--- config.mk ---
export PLATFORM = sky130hd
export DESIGN_NAME = radio_fifo_irq
export DESIGN_NICKNAME = d
export VERILOG_FILES = /design/src/rtl/rfifo_pkg.sv /design/src/rtl/rfifo_datapath.sv /design/src/rtl/rfifo_ctrl.sv /design/src/rtl/radio_fifo_irq.sv
export SDC_FILE = /design/constraint.sdc
export NUM_CORES = 1
export LEC_CHECK = 0
export ABC_CLOCK_PERIOD_IN_PS = 6000
export CAP_MARGIN = 20
export CORE_MARGIN = 5
export CORE_UTILIZATION = 50
export CTS_CLUSTER_SIZE = 12
export DETAILED_ROUTE_END_ITERATION = 10
export DONT_BUFFER_PORTS = 1
export SYNTH_ARGS = -nofsm -noshare
export SYNTH_HDL_FRONTEND = slang
export SYNTH_SLANG_ARGS = --single-unit
export TNS_END_PERCENT = 50
--- constraint.sdc ---
create_clock -name clk -period 6 [get_ports clk]
set_input_delay 0.3 -clock clk [delete_from_list [all_inputs] [get_ports clk]]
set_output_delay 0.3 -clock clk [all_outputs]
set_load 0.005 [all_outputs]
--- src/rtl/rfifo_pkg.sv ---
package rfifo_pkg;

  typedef enum logic [1:0] {
    MODE_SLEEP = 2'd0,
    MODE_STBY  = 2'd1,
    MODE_RX    = 2'd2,
    MODE_TX    = 2'd3
  } rfifo_mode_e;

  typedef struct packed {
    logic       push;
    logic [7:0] pushData;
    logic       pop;
    logic       flush;
    logic       ovrClear;
  } fifo_strobe_t;

  // Decides whether a mode switch empties the FIFO.
  function automatic logic flushOnSwitch(input rfifo_mode_e fromMode,
                                         input rfifo_mode_e toMode,
                                         input logic packetSel);
    logic res;
    res = 1'b0;
    if (toMode == MODE_SLEEP) res = 1'b1;
    else begin
      case (fromMode)
        MODE_STBY: res = (toMode == MODE_RX) || ((toMode == MODE_TX) && !packetSel);
        MODE_RX:   res = (toMode == MODE_TX);
        MODE_TX:   res = (toMode == MODE_RX);
        default:   res = 1'b0;
      endcase
    end
    return res;
  endfunction

endpackage

--- src/rtl/rfifo_datapath.sv ---
module rfifo_datapath
  import rfifo_pkg::*;
#(
  parameter int DEPTH = 64,
  localparam int AW    = $clog2(DEPTH),
  localparam int CNT_W = AW + 1
) (
  input  logic             clk,
  input  logic             rstN,
  input  fifo_strobe_t     strobe,
  output logic [CNT_W-1:0] fifoCount,
  output logic [7:0]       headData,
  output logic             overrunFlag
);

  localparam logic [CNT_W-1:0] FULL_CNT = CNT_W'(DEPTH);

  logic [7:0]    mem [DEPTH];
  logic [AW-1:0] wrPtr, rdPtr;
  logic          isFull, isEmpty, doPop, doPush, dropByte;

  assign isFull   = (fifoCount == FULL_CNT);
  assign isEmpty  = (fifoCount == '0);
  assign doPop    = strobe.pop && !isEmpty;
  assign doPush   = strobe.push && (!isFull || doPop);
  assign dropByte = strobe.push && isFull && !doPop;
  assign headData = isEmpty ? 8'h00 : mem[rdPtr];

  always_ff @(posedge clk) begin
    if (!rstN) begin
      wrPtr     <= '0;
      rdPtr     <= '0;
      fifoCount <= '0;
    end else if (strobe.flush) begin
      wrPtr     <= '0;
      rdPtr     <= '0;
      fifoCount <= '0;
    end else begin
      if (doPush) wrPtr <= wrPtr + 1'b1;
      if (doPop)  rdPtr <= rdPtr + 1'b1;
      case ({doPush, doPop})
        2'b10:   fifoCount <= fifoCount + 1'b1;
        2'b01:   fifoCount <= fifoCount - 1'b1;
        default: fifoCount <= fifoCount;
      endcase
    end
  end

  always_ff @(posedge clk) begin
    if (!strobe.flush && doPush) mem[wrPtr] <= strobe.pushData;
  end

  always_ff @(posedge clk) begin
    if (!rstN)                 overrunFlag <= 1'b0;
    else if (strobe.ovrClear)  overrunFlag <= 1'b0;
    else if (dropByte)         overrunFlag <= 1'b1;
  end

  p_count_bound_r2: assert property (@(posedge clk) disable iff (!rstN)
    fifoCount <= FULL_CNT);
  p_flush_empties_r7: assert property (@(posedge clk) disable iff (!rstN)
    strobe.flush |=> (fifoCount == '0));
  p_overrun_sticky_r6: assert property (@(posedge clk) disable iff (!rstN)
    (overrunFlag && !strobe.ovrClear) |=> overrunFlag);
  p_full_swap_r12: assert property (@(posedge clk) disable iff (!rstN)
    (isFull && strobe.push && strobe.pop && !strobe.flush) |=> (fifoCount == FULL_CNT));

endmodule

--- src/rtl/rfifo_ctrl.sv ---
module rfifo_ctrl
  import rfifo_pkg::*;
#(
  parameter int DEPTH = 64,
  localparam int AW    = $clog2(DEPTH),
  localparam int CNT_W = AW + 1
) (
  input  logic             clk,
  input  logic             rstN,
  input  rfifo_mode_e      modeReq,
  input  logic             packetMode,
  input  logic             bitTick,
  input  logic             rxBit,
  input  logic             hostWrEn,
  input  logic [7:0]       hostWrData,
  input  logic             hostRdEn,
  input  logic             ovrClrWr,
  input  logic [CNT_W-1:0] fifoCount,
  input  logic [7:0]       headData,
  output fifo_strobe_t     strobe,
  output logic             txBit,
  output logic             txBitValid,
  output logic             txDone,
  output logic             wrBytePulse
);

  rfifo_mode_e curMode;
  logic [7:0]  rxShift, txShift;
  logic [2:0]  rxCnt, txCnt;
  logic        txActive;
  logic        modeChange, restart, fifoHasData;
  logic        rxDone, hostPush, hostPop, txLoadIdle, txLastTick, txLoad;

  assign modeChange  = (modeReq != curMode);
  assign restart     = modeChange || ovrClrWr;
  assign fifoHasData = (fifoCount != '0);

  assign rxDone     = (curMode == MODE_RX) && bitTick && (rxCnt == 3'd7) && !restart;
  assign hostPush   = hostWrEn && ((curMode == MODE_STBY) || (curMode == MODE_TX));
  assign hostPop    = hostRdEn && (curMode != MODE_TX) && fifoHasData;
  assign txLoadIdle = (curMode == MODE_TX) && !txActive && fifoHasData && !restart;
  assign txLastTick = (curMode == MODE_TX) && txActive && bitTick && (txCnt == 3'd7) && !restart;
  assign txLoad     = txLoadIdle || (txLastTick && fifoHasData);

  always_comb begin
    strobe          = '0;
    strobe.push     = hostPush || rxDone;
    strobe.pushData = rxDone ? {rxShift[6:0], rxBit} : hostWrData;
    strobe.pop      = txLoad || hostPop;
    strobe.flush    = ovrClrWr || (modeChange && flushOnSwitch(curMode, modeReq, packetMode));
    strobe.ovrClear = ovrClrWr;
  end

  assign txBit      = txActive & txShift[7];
  assign txBitValid = txActive;

  always_ff @(posedge clk) begin
    if (!rstN) curMode <= MODE_SLEEP;
    else       curMode <= modeReq;
  end

  // Receive deserialiser
  always_ff @(posedge clk) begin
    if (!rstN || restart) begin
      rxShift     <= '0;
      rxCnt       <= '0;
      wrBytePulse <= 1'b0;
    end else if ((curMode == MODE_RX) && bitTick) begin
      rxShift     <= {rxShift[6:0], rxBit};
      rxCnt       <= rxCnt + 1'b1;
      wrBytePulse <= rxDone;
    end
  end

  // Transmit serialiser
  always_ff @(posedge clk) begin
    if (!rstN || restart) begin
      txShift  <= '0;
      txCnt    <= '0;
      txActive <= 1'b0;
      txDone   <= 1'b0;
    end else if (txLoad) begin
      txShift  <= headData;
      txCnt    <= '0;
      txActive <= 1'b1;
      txDone   <= 1'b0;
    end else if (txLastTick) begin
      txActive <= 1'b0;
      txDone   <= 1'b1;
    end else if ((curMode == MODE_TX) && txActive && bitTick) begin
      txShift  <= {txShift[6:0], 1'b0};
      txCnt    <= txCnt + 1'b1;
    end
  end

  p_done_idle_r11: assert property (@(posedge clk) disable iff (!rstN)
    txDone |-> !txActive);
  p_pulse_in_rx_r4: assert property (@(posedge clk) disable iff (!rstN)
    wrBytePulse |-> (curMode == MODE_RX));
  p_valid_in_tx_r10: assert property (@(posedge clk) disable iff (!rstN)
    txBitValid |-> (curMode == MODE_TX));
  p_no_pop_empty_r5: assert property (@(posedge clk) disable iff (!rstN)
    !fifoHasData |-> !txLoad);

endmodule

--- src/rtl/radio_fifo_irq.sv ---
module radio_fifo_irq
  import rfifo_pkg::*;
#(
  parameter int DEPTH = 64,
  localparam int AW    = $clog2(DEPTH),
  localparam int CNT_W = AW + 1
) (
  input  logic             clk,
  input  logic             rstN,
  input  logic [1:0]       mode,
  input  logic             packetMode,
  input  logic             bitTick,
  input  logic             rxBit,
  input  logic             hostWrEn,
  input  logic [7:0]       hostWrData,
  input  logic             hostRdEn,
  output logic [7:0]       hostRdData,
  input  logic             ovrClrWr,
  input  logic [CNT_W-1:0] threshVal,
  output logic             txBit,
  output logic             txBitValid,
  output logic             emptyN,
  output logic             full,
  output logic             wrBytePulse,
  output logic             threshHit,
  output logic             overrun,
  output logic             txDone
);

  fifo_strobe_t     strobe;
  logic [CNT_W-1:0] fifoCount;
  logic [7:0]       headData;

  rfifo_ctrl #(.DEPTH(DEPTH)) uCtrl (
    .clk(clk), .rstN(rstN), .modeReq(rfifo_mode_e'(mode)), .packetMode(packetMode),
    .bitTick(bitTick), .rxBit(rxBit), .hostWrEn(hostWrEn), .hostWrData(hostWrData),
    .hostRdEn(hostRdEn), .ovrClrWr(ovrClrWr), .fifoCount(fifoCount), .headData(headData),
    .strobe(strobe), .txBit(txBit), .txBitValid(txBitValid), .txDone(txDone),
    .wrBytePulse(wrBytePulse)
  );

  rfifo_datapath #(.DEPTH(DEPTH)) uData (
    .clk(clk), .rstN(rstN), .strobe(strobe), .fifoCount(fifoCount),
    .headData(headData), .overrunFlag(overrun)
  );

  assign hostRdData = headData;
  assign emptyN     = (fifoCount != '0);
  assign full       = (fifoCount == CNT_W'(DEPTH));
  assign threshHit  = (fifoCount > threshVal);

endmodule

==> metrics.md, run 1 <==
| Metric | Value |
|---|---|
| RSZ-0062 raised after global routing | false |
| Hold Path End | uData.overrunFlag |
| Total GRT Usage | 21.0% |
| Slew margin rel. | 26.1% |
| Final WS setup | 1.89 ns |
| Initial DRT Pass Iterations | 5 |
| Starting Density | 50.3% |
| Critical Path Sink Type | primary output |
| Achievable Freq | 243 MHz |
| Post-synth top area share | 67.6% |
| Max-Cap Viols | 0 |
| Antenna-violating nets left | 0 |
| Final GP Congestion | 0.825 |
| Most used cell, CP | o21ai_0 |
| Final period util | 68.6% |
| Mean Syn Cell Area | 18.0 um2 |
| WS Path Type | register to primary output |
| Worst-path clk slew | 0.06 ns |
| Pwr/cell area | 308 nW/um2 |
| YS warnings | 0 |
| WP buf/inv | 1 |
| Initial antenna violation count | 0 |
| Skew-Pair Late Insertion Delay | 0.61 ns |
| IO Port Bufs | 0 |
| Total Nets Final | 1331 |
| Setup bufs post-CTS | 0 |
| Die height | 223 um |
| Hold slack final | 0.0468 ns |
| Non-Filler Instances | 1927 |
| Worst Skew | 0.0270 ns |
| Full die area | 49800 um2 |
| First-pass GRT wire length | 77700 um |
| Slew Limit Fails | 0 |
| Number of synthesized register bits | 564 |
| Pin count of the biggest net entering global routing | 65 |
| Worst slack, placed | 2.28 ns |
| Worst flop-to-flop path endpoint | uData.mem[54][5] |
| Setup Viol. Count Final | 0 |
| Yosys top cell by area | edfxtp_1 |
| Post-DR vias/cell | 6.00 |
| Layout cells sized above 1 | 18.7% |
| Critical path, cell by cell | buf_4 -> mux4_2 -> mux2i_1 -> o2bb2ai_1 -> o21ai_0 -> o21ai_0 -> nor2_1 |
| Num Clock Sinks | 564 |
| Total DRC errors in the routed layout | 0 |
| Commonest non-fill, non-tap cells in the layout | edfxtp_1 (512), mux4_2 (120), nor2_1 (109) |
| Final hold vios | 0 |
| Std cell rows | 78 |
| Min-delay worst type | input pin to register |
| Maximum VDD drop | 0.199 mV |
| CTS tree | yes |
| Top_reg_cell synth | edfxtp_1 |
| Async SR Flop Fraction | 0% |
| CTS Buffer Depth | 3 |
| H-tree level count | 2 |
| Most common cell after layout, fill and taps aside | edfxtp_1 |
| CP startpoint kind | register |
| Layout Utilization | 55.7% |
| Status | completed |
| CP required | 5.70 ns |
| Worst Tran Pin Value | 1.11 ns |
| Library cells used by synthesis | 65 |
| DP HPWL | 32600 um |
| Synth top area cells | edfxtp_1 (68%), mux4_2 (12%), dfxtp_1 (4.6%) |
| Number of enable flip-flop cells after synthesis | 512 |
| Crit path max-delay cell type | dfxtp_4 |
| Reg2Reg Depth | 6 |
| Final Cell Area | 25200 um2 |
| CP arrival | 3.81 ns |
| Grt total ovfl | 0 |
| DIE WIDTH | 223 um |
| DR iter-0 viols | 1279 |
| Hold path start | ovrClrWr |
| Setup TNS | 0 ns |
| Vias in the first global route | 11700 |
| Final wirelength | 52200 um |
| Post-synthesis cell count | 1261 |
| Max incr delay on CP | 0.97 ns |
| P&R area growth vs syn | 10.7% |
| Post-synthesis sequential area ratio | 72.2% |
| Synth Cell Area | 22700 um2 |
| Worst R2R Setup Slack | 2.13 ns |
| WL/cell | 27.1 um |
| Worst path top cell family by delay | flip-flops |
| Clk root buf | clkbuf_16 |
| Leak Pwr | 7.71 nW |
| Post-Place Cells | 1821 |
| Routed vias | 11600 |
| Antenna cells | 0 |
| Core Region | 45200 um2 |
| Syn_nets | 1305 |
| Tmin final | 4.11 ns |
| Ports | 41 |
| Cells on Worst Hold Path | 3 |
| CP max FO | 45 |
| Launching point of the worst reg2reg path | uCtrl.curMode[1] |
| Total CTS buffers | 57 |
| Pwr Total | 7.76 mW |
| DP Area | 23400 um2 |
## worst max path at each step
stage	cells past startpoint	from	to	slack [ns]
final	7	register	hostRdData[6]	1.89
after global routing	7	register	hostRdData[6]	1.73
after CTS	7	register	hostRdData[6]	1.82
after detailed placement	6	uCtrl.curMode[1]	uData.mem[54][3]	2.28
after global placement	6	uCtrl.curMode[1]	uData.mem[54][2]	2.32
after floorplan	14	uCtrl.txCnt[0]	uData.fifoCount[6]	3.22
## sequential cells by signal (all words and copies together), names as in the netlist, named ones only
| register | cells |
|---|---|
| uCtrl.txDone | 1 |
| uData.overrunFlag | 1 |
| uData.wrPtr | 6 |
| uCtrl.wrBytePulse | 1 |
| uCtrl.rxShift | 7 |
| uCtrl.rxCnt | 3 |
| uData.mem | 512 |
| uCtrl.curMode | 2 |
| uCtrl.txShift | 8 |
| uData.fifoCount | 7 |
| uCtrl.txCnt | 3 |
| uData.rdPtr | 6 |
| uCtrl.txBitValid | 1 |
## cell type report
class / count / area [um2]
inverter: 19 / 71.3
clock buffer: 86 / 1630
multi-input combinational: 617 / 5930
fill: 3538 / 20000
sequential: 564 / 16400
timing repair buffer: 28 / 253
clock inverter: 13 / 111
tap: 600 / 751
## per-layer routing
layer	wire, um	track usage, %	vias up
li1	-	-	5064
met1	23000	31.2	6003
met2	24300	32.3	393
met3	3250	3.99	98
met4	1660	6.09	0
met5	0	0	-
## logic make-up (layout without fill, tap and decap cells)
logic type	count (synthesis)	in the layout	synth area share (%)
simple gates	271	271	5.47
xor+xnor	17	17	0.655
buf+inv	80	146	1.74
mux	200	200	15.5
flops	564	564	72.2
compound gates	110	110	3.37
fa+ha+maj	19	19	1.08
## synthesized netlist by cell type, types with 15 or more instances
library cell,n
edfxtp_1,512
mux4_2,120
nor2_1,109
nand2_1,85
mux2i_1,62
dfxtp_1,52
a21oi_1,29
buf_2,21
o21ai_0,20
buf_4,18
ha_1,18
mux2_2,18
inv_1,17
nand3_1,16
clkbuf_1,15
## worst register-to-register path, stage by stage, from the launching register on
cell and delay [ns]:
dfxtp_1 0.45, nand2_1 0.09, nor2_1 0.67, a32oi_4 0.31, nor4_4 0.38, nand3_1 0.70, nor2_1 0.87
## power by group
part / leakage [nW] / internal (mW) / total, mW / switching, mW
combinational: 1.84 / 0.0315 / 0.134 / 0.102
clock: 0.847 / 1.94 / 3.34 / 1.40
sequential: 5.02 / 4.28 / 4.29 / 0.00422
total: 7.71 / 6.25 / 7.76 / 1.51
## what timing repair did
action                    in CTS  in global routing
resized for setup              0                  0
hold endpoints to repair       4                  0
hold buffers                   7                  0
(Power assumes the default switching activity.)
==> run 2, diff against run 1 <==
Settings changed: ABC_CLOCK_PERIOD_IN_PS 6000 to 4000.
Clock period 6 ns to 4 ns, I/O delays scaled along.
==> run 2 against run 1 <==
Via count up 3.1%. Combinational power up 69%. Flip-flop and latch count unchanged. First-iteration DRC count down 18%. Sequential share of layout area down 1.4 points. Utilization up 1.2 points. Worst setup slack worse by 1.6 ns. Largest power group unchanged. Highest routed layer unchanged.
==> metrics.md, run 2 (same netlist as run 1, synthesis figures left out) <==
| Metric | Value |
|---|---|
| Status | completed (unchanged) |
| Ports | 41 (unchanged) |
| Worst Skew | 0.0180 ns (was 0.0270 ns) |
| Num Clock Sinks | 564 (unchanged) |
| Leak Pwr | 8.06 nW (was 7.71 nW) |
| Starting Density | 50.3% (unchanged) |
| Std cell rows | 78 (unchanged) |
| Max-Cap Viols | 0 (unchanged) |
| IO Port Bufs | 0 (unchanged) |
| Worst Tran Pin Value | 1.05 ns (was 1.11 ns) |
| Cells on Worst Hold Path | 4 (was 3) |
| CP max FO | 10 (was 45) |
| Initial antenna violation count | 0 (unchanged) |
| WL/cell | 27.0 um (was 27.1 um) |
| CTS tree | yes (unchanged) |
| Met1 Wirelength | 22900 um (was 23000 um) |
| P&R area growth vs syn | 13.1% (was 10.7%) |
| Non-Filler Instances | 1996 (was 1927) |
| Hold slack final | 0.0511 ns (was 0.0468 ns) |
| Antenna-violating nets left | 0 (unchanged) |
| Hold Path End | uCtrl.txBitValid (was uData.overrunFlag) |
| RSZ-0062 raised after global routing | false (unchanged) |
| Core Region | 45200 um2 (unchanged) |
| Critical path, cell by cell | xor2_1 -> nor3_4 -> a32oi_4 -> nor4_4 -> nand3_1 -> nor2_1 (was buf_4 -> mux4_2 -> mux2i_1 -> o2bb2ai_1 -> o21ai_0 -> o21ai_0 -> nor2_1) |
| H-tree level count | 2 (unchanged) |
| Post-DR vias/cell | 5.97 (was 6.00) |
| Full die area | 49800 um2 (unchanged) |
| Hold path start | bitTick (was ovrClrWr) |
| Total CTS buffers | 58 (was 57) |
| CP required | 4.23 ns (was 5.70 ns) |
| Number of flip-flops in the largest register | 512 (unchanged) |
| Total Nets Final | 1396 (was 1331) |
| Total DRC errors in the routed layout | 0 (unchanged) |
| Setup Viol. Count Final | 0 (unchanged) |
| CP arrival | 3.94 ns (was 3.81 ns) |
| DIE WIDTH | 223 um (unchanged) |
| Pin count of the biggest net entering global routing | 65 (unchanged) |
| Slew margin rel. | 29.5% (was 26.1%) |
| Launching point of the worst reg2reg path | uCtrl.curMode[0] (was uCtrl.curMode[1]) |
| DP HPWL | 34400 um (was 32600 um) |
| First-pass GRT wire length | 80400 um (was 77700 um) |
| WL met3 | 4300 um (was 3250 um) |
| Maximum VDD drop | 0.370 mV (was 0.199 mV) |
| Antenna cells | 0 (unchanged) |
| Skew-Pair Late Insertion Delay | 0.60 ns (was 0.61 ns) |
| DR top layer | met4 (unchanged) |
| Clk root buf | clkbuf_16 (unchanged) |
| Slew Limit Fails | 0 (unchanged) |
| Most common cell after layout, fill and taps aside | edfxtp_1 (unchanged) |
| Grt total ovfl | 0 (unchanged) |
| CP startpoint kind | register (unchanged) |
| Final GP Congestion | 0.828 (was 0.825) |
| Total GRT Usage | 21.7% (was 21.0%) |
| Setup bufs post-CTS | 0 (unchanged) |
| CTS Buffer Depth | 3 (unchanged) |
| Worst R2R Setup Slack | 0.28 ns (was 2.13 ns) |
| Die height | 223 um (unchanged) |
| Max incr delay on CP | 0.83 ns (was 0.97 ns) |
| Min-delay worst type | input pin to register (unchanged) |
| Final period util | 92.9% |
| Crit path max-delay cell type | nor2_1 (was dfxtp_4) |
| Post-Place Cells | 1879 (was 1821) |
| Worst flop-to-flop path endpoint | uData.mem[14][0] (was uData.mem[54][5]) |
| Vias in the first global route | 11900 (was 11700) |
| Pwr/cell area | 449 nW/um2 (was 308 nW/um2) |
| Met2 WL | 25200 um (was 24300 um) |
| Final hold vios | 0 (unchanged) |
| CP startpoint | uCtrl.curMode[0] |
| Final wirelength | 53800 um (was 52200 um) |
| Reg2Reg Depth | 6 (unchanged) |
| Reg with most FFs | uData.mem (unchanged) |
| Initial DRT Pass Iterations | 5 (unchanged) |
| Biggest regs | uData.mem x512, uCtrl.txShift x8 (unchanged) |
| Layout cells sized above 1 | 22.1% (was 18.7%) |
| Commonest non-fill, non-tap cells in the layout | edfxtp_1 (512), mux4_2 (120), nor2_1 (109) (unchanged) |
| WS Path Type | register to register (was register to primary output) |
| Routed vias | 11900 (was 11600) |
| Tmin final | 3.72 ns |
| Critical Path Sink Type | register (was primary output) |
| Setup TNS | 0 ns (unchanged) |
| Achievable Freq | 269 MHz |
| Worst-path clk slew | 0.06 ns (about the same) |
| DR iter-0 viols | 1054 (was 1279) |
[run 2: final cells by class]
type | count | area [um2]
fill | 3423 | 19500
sequential | 564 | 16400
multi-input combinational | 617 | 5930
clock buffer | 83 | 1600
timing repair buffer | 92 | 836
tap | 600 | 751
clock inverter | 21 | 100
inverter | 19 | 71.3
[run 2: power by group]
group / switching, mW / internal [mW] / total, mW
clock network: 2.13 / 2.76 / 4.89
registers: 0.00524 / 6.42 / 6.43
logic: 0.165 / 0.0614 / 0.227
[run 2: routing by layer]
metal | global-route usage [%] | vias to the layer above
li1 | - | 5196
met1 | 31.9 | 6142
met2 | 33.4 | 480
met3 | 4.92 | 98
met4 | 5.79 | 0
met5 | 0 | -
[run 2: worst max path at each step]
| stage | depth (start not counted) | endpoint | slack, ns |
|---|---|---|---|
| 2_1_floorplan | 14 | uData.fifoCount[6] | 1.22 |
| 3_3_place_gp | 6 | uData.mem[14][1] | 0.30 |
| 3_5_place_dp | 6 | uData.mem[14][1] | 0.29 |
| 4_1_cts | 6 | uData.mem[14][6] | 0.29 |
| 5_1_grt | 6 | uData.mem[14][0] | 0.17 |
| 6_report | 6 | uData.mem[14][0] | 0.28 |
[run 2: metrics by stage]
step	power [mW]	instance area, um2	util, %	worst slack, ns
2_1_floorplan	6.67	22700	-	1.22
3_3_place_gp	6.77	23900	52.9	0.302
3_5_place_dp	6.77	23900	52.9	0.291
4_1_cts	11.7	25700	56.9	0.293
5_1_grt	11.9	25700	56.9	0.167
6_report	11.5	25700	56.9	0.282
[run 2: timing repair]
item,CTS,global route
resized for setup,0,0
endpoints found under the hold margin,11,0
hold buffers,13,0
[run 2: critical path, delay by kind of cell (launching register included)]
| family | cells | cell delay (ns) |
|---|---|---|
| XOR/XNOR | 1 | 0.20 |
| AND/OR/NAND/NOR | 4 | 2.31 |
| AO/OA/AOI/OAI | 1 | 0.27 |
| flip-flops | 1 | 0.55 |
==> run 3, diff against run 2 <==
Settings changed: ABC_CLOCK_PERIOD_IN_PS 4000 to 4400.
Clock period 4 ns to 4.4 ns, I/O delays scaled along.
==> run 3 against run 2 <==
Clock skew grew 0.012 ns. Flip-flop and latch count is the same. Combinational power shrank 14%. Clock-buffer cell count grew 3. Routed wire length rose by 0.31%. Via count shrank 1.4%. First-iteration DRC count rose by 7.6%. Worst hold slack gained 0.0024 ns. Cell area down 0.81%. Global-route usage is essentially flat. Maximum frequency up 3.4%. Largest cell class unchanged.
==> metrics.md, run 3 (same netlist as run 1, synthesis figures left out) <==
| Metric | Value |
|---|---|
| DIE WIDTH | 223 um (unchanged) |
| Crit path max-delay cell type | nor2_1 (unchanged) |
| Cts hold-fix bufs | 13 (unchanged) |
| P&R area growth vs syn | 12.2% (was 13.1%) |
| Clk root buf | clkbuf_16 (unchanged) |
| Total Nets Final | 1358 (was 1396) |
| Routed vias | 11800 (was 11900) |
| Reg2Reg Depth | 6 (unchanged) |
| Final hold vios | 0 (unchanged) |
| Commonest non-fill, non-tap cells in the layout | edfxtp_1 (512), mux4_2 (120), nor2_1 (109) (unchanged) |
| Launching point of the worst reg2reg path | uCtrl.curMode[0] (unchanged) |
| CP arrival | 3.82 ns (was 3.94 ns) |
| Setup Viol. Count Final | 0 (unchanged) |
| DR top layer | met4 (unchanged) |
| Setup TNS | 0 ns (unchanged) |
| Post-cts sizing count | 0 (unchanged) |
| CP max FO | 10 (unchanged) |
| Pin count of the biggest net entering global routing | 65 (unchanged) |
| WL met3 | 3350 um (was 4300 um) |
| CTS Buffer Depth | 3 (unchanged) |
| RSZ-0062 raised after global routing | false (unchanged) |
| Initial antenna violation count | 0 (unchanged) |
| Ports | 41 (unchanged) |
| Post-Place Cells | 1841 (was 1879) |
| Tmin final | 3.59 ns (was 3.72 ns) |
| Non-Filler Instances | 1959 (was 1996) |
| Most common cell after layout, fill and taps aside | edfxtp_1 (unchanged) |
| Area of the multi-input gates | 5950 um2 (was 5930 um2) |
| Total CTS buffers | 58 (unchanged) |
| WL/cell | 27.6 um (was 27.0 um) |
| First-pass GRT wire length | 80500 um (was 80400 um) |
| DR iter-0 viols | 1134 (was 1054) |
| DP HPWL | 33700 um (was 34400 um) |
| Final period util | 81.7% (was 92.9%) |
| Status | completed (unchanged) |
| Setup bufs post-CTS | 0 (unchanged) |
| Core Region | 45200 um2 (unchanged) |
| Hold slack final | 0.0535 ns (was 0.0511 ns) |
| Skew-Pair Late Insertion Delay | 0.62 ns (was 0.60 ns) |
| Slew margin rel. | 41.6% (was 29.5%) |
| Post-DR vias/cell | 6.00 (was 5.97) |
| IO Port Bufs | 0 (unchanged) |
| CP startpoint | uCtrl.curMode[0] (unchanged) |
| End point of the critical path | uData.mem[19][2] (was uData.mem[14][0]) |
| Full die area | 49800 um2 (unchanged) |
| Num Clock Sinks | 564 (unchanged) |
| Maximum VDD drop | 0.346 mV (was 0.370 mV) |
| Pwr Total | 10.7 mW (was 11.5 mW) |
| Worst Tran Pin Value | 0.876 ns (was 1.05 ns) |
| H-tree level count | 2 (unchanged) |
| Leak Pwr | 7.92 nW (was 8.06 nW) |
| Antenna-violating nets left | 0 (unchanged) |
| Pwr/cell area | 419 nW/um2 (was 449 nW/um2) |
| Final GP Congestion | 0.823 (was 0.828) |
| WS Path Type | register to register (unchanged) |
| Max incr delay on CP | 0.75 ns (was 0.83 ns) |
| Met2 WL | 25700 um (was 25200 um) |
| Register area | 16400 um2 (unchanged) |
| Fill cell count | 3425 (was 3423) |
| Initial DRT Pass Iterations | 6 (was 5) |
| Total GRT Usage | 21.8% (was 21.7%) |
| Worst Skew | 0.0300 ns (was 0.0180 ns) |
| Std cell rows | 78 (unchanged) |
| Cells on Worst Hold Path | 4 (unchanged) |
| Vias in the first global route | 12000 (was 11900) |
| CP required | 4.63 ns (was 4.23 ns) |
| Worst R2R Setup Slack | 0.81 ns (was 0.28 ns) |
| Worst flop-to-flop path endpoint | uData.mem[19][2] (was uData.mem[14][0]) |
| Biggest regs | uData.mem x512, uCtrl.txShift x8 (unchanged) |
| Slew Limit Fails | 0 (unchanged) |
| Reg with most FFs | uData.mem (unchanged) |
| Number of flip-flops in the largest register | 512 (unchanged) |
| CTS tree | yes (unchanged) |
| Antenna cells | 0 (unchanged) |
| Min-delay worst type | input pin to register (unchanged) |
| CP startpoint kind | register (unchanged) |
| Grt total ovfl | 0 (unchanged) |
| Max-Cap Viols | 0 (unchanged) |
| Critical path, cell by cell | xor2_1 -> nor3_4 -> a32oi_4 -> nor4b_2 -> nand2_1 -> nor2_1 (was xor2_1 -> nor3_4 -> a32oi_4 -> nor4_4 -> nand3_1 -> nor2_1) |
| Final wirelength | 54000 um (was 53800 um) |
| Worst-path clk slew | 0.06 ns (about the same) |
| Die height | 223 um (unchanged) |
| Layout cells sized above 1 | 19.9% (was 22.1%) |
| Met1 Wirelength | 23500 um (was 22900 um) |
| Achievable Freq | 278 MHz (was 269 MHz) |
| Critical Path Sink Type | register (unchanged) |
| Total DRC errors in the routed layout | 0 (unchanged) |
| Starting Density | 50.3% (unchanged) |
## run 3: changes by cell type in the layout (fill, tap and decap cells not counted), sizes merged
cell,delta
clkbuf,+3
bufinv,+2
clkinvlp,-1
clkinv,-4
buf,-38
inv,+1
## run 3: area by class of cell
class | instances | area share (%)
Clock inverter | 19 | 0.608
Multi-Input combinational cell | 617 | 23.3
Sequential cell | 564 | 64.4
Clock buffer | 86 | 6.43
Inverter | 19 | 0.280
Tap cell | 600 | 2.94
Timing Repair Buffer | 54 | 2.01
## run 3: how the worst min path moves through the flow
stage,from,end,slack [ns]
finish,bitTick,uCtrl.txBitValid,0.05
global route,bitTick,uCtrl.rxShift[6],0.05
CTS,bitTick,uCtrl.txBitValid,0.007
detailed placement,mode[1],uCtrl.curMode[1],0.35
global placement,mode[1],uCtrl.curMode[1],0.35
floorplan,mode[0],uCtrl.curMode[0],0.34
## run 3: worst max-delay path, delay by kind of cell (launching register included)
kind | cells | cell delay (ns)
AO/OA/AOI/OAI | 1 | 0.28
XOR/XNOR | 1 | 0.20
flip-flops | 1 | 0.52
AND/OR/NAND/NOR | 4 | 2.20
## run 3: metrics by stage
step                      cell area [um2]  worst slack (ns)  util [%]
after floorplan                     22700              1.62         -
after global placement              23600             0.944      52.2
after detailed placement            23600             0.856      52.2
after CTS                           25500             0.733      56.5
after global routing                25500             0.643      56.5
final                               25500             0.806      56.5
## run 3: report_power, final
group	total [mW]	internal (mW)	switching (mW)
Clock	4.65	2.68	1.97
Sequential	5.84	5.84	0.00557
Combinational	0.196	0.0467	0.149
## run 3: routing by layer
layer	vias to the layer above	global-route usage [%]
met4	0	6.13
met3	75	3.39
met2	404	34.1
met5	-	0
met1	6141	32.2
li1	5132	-
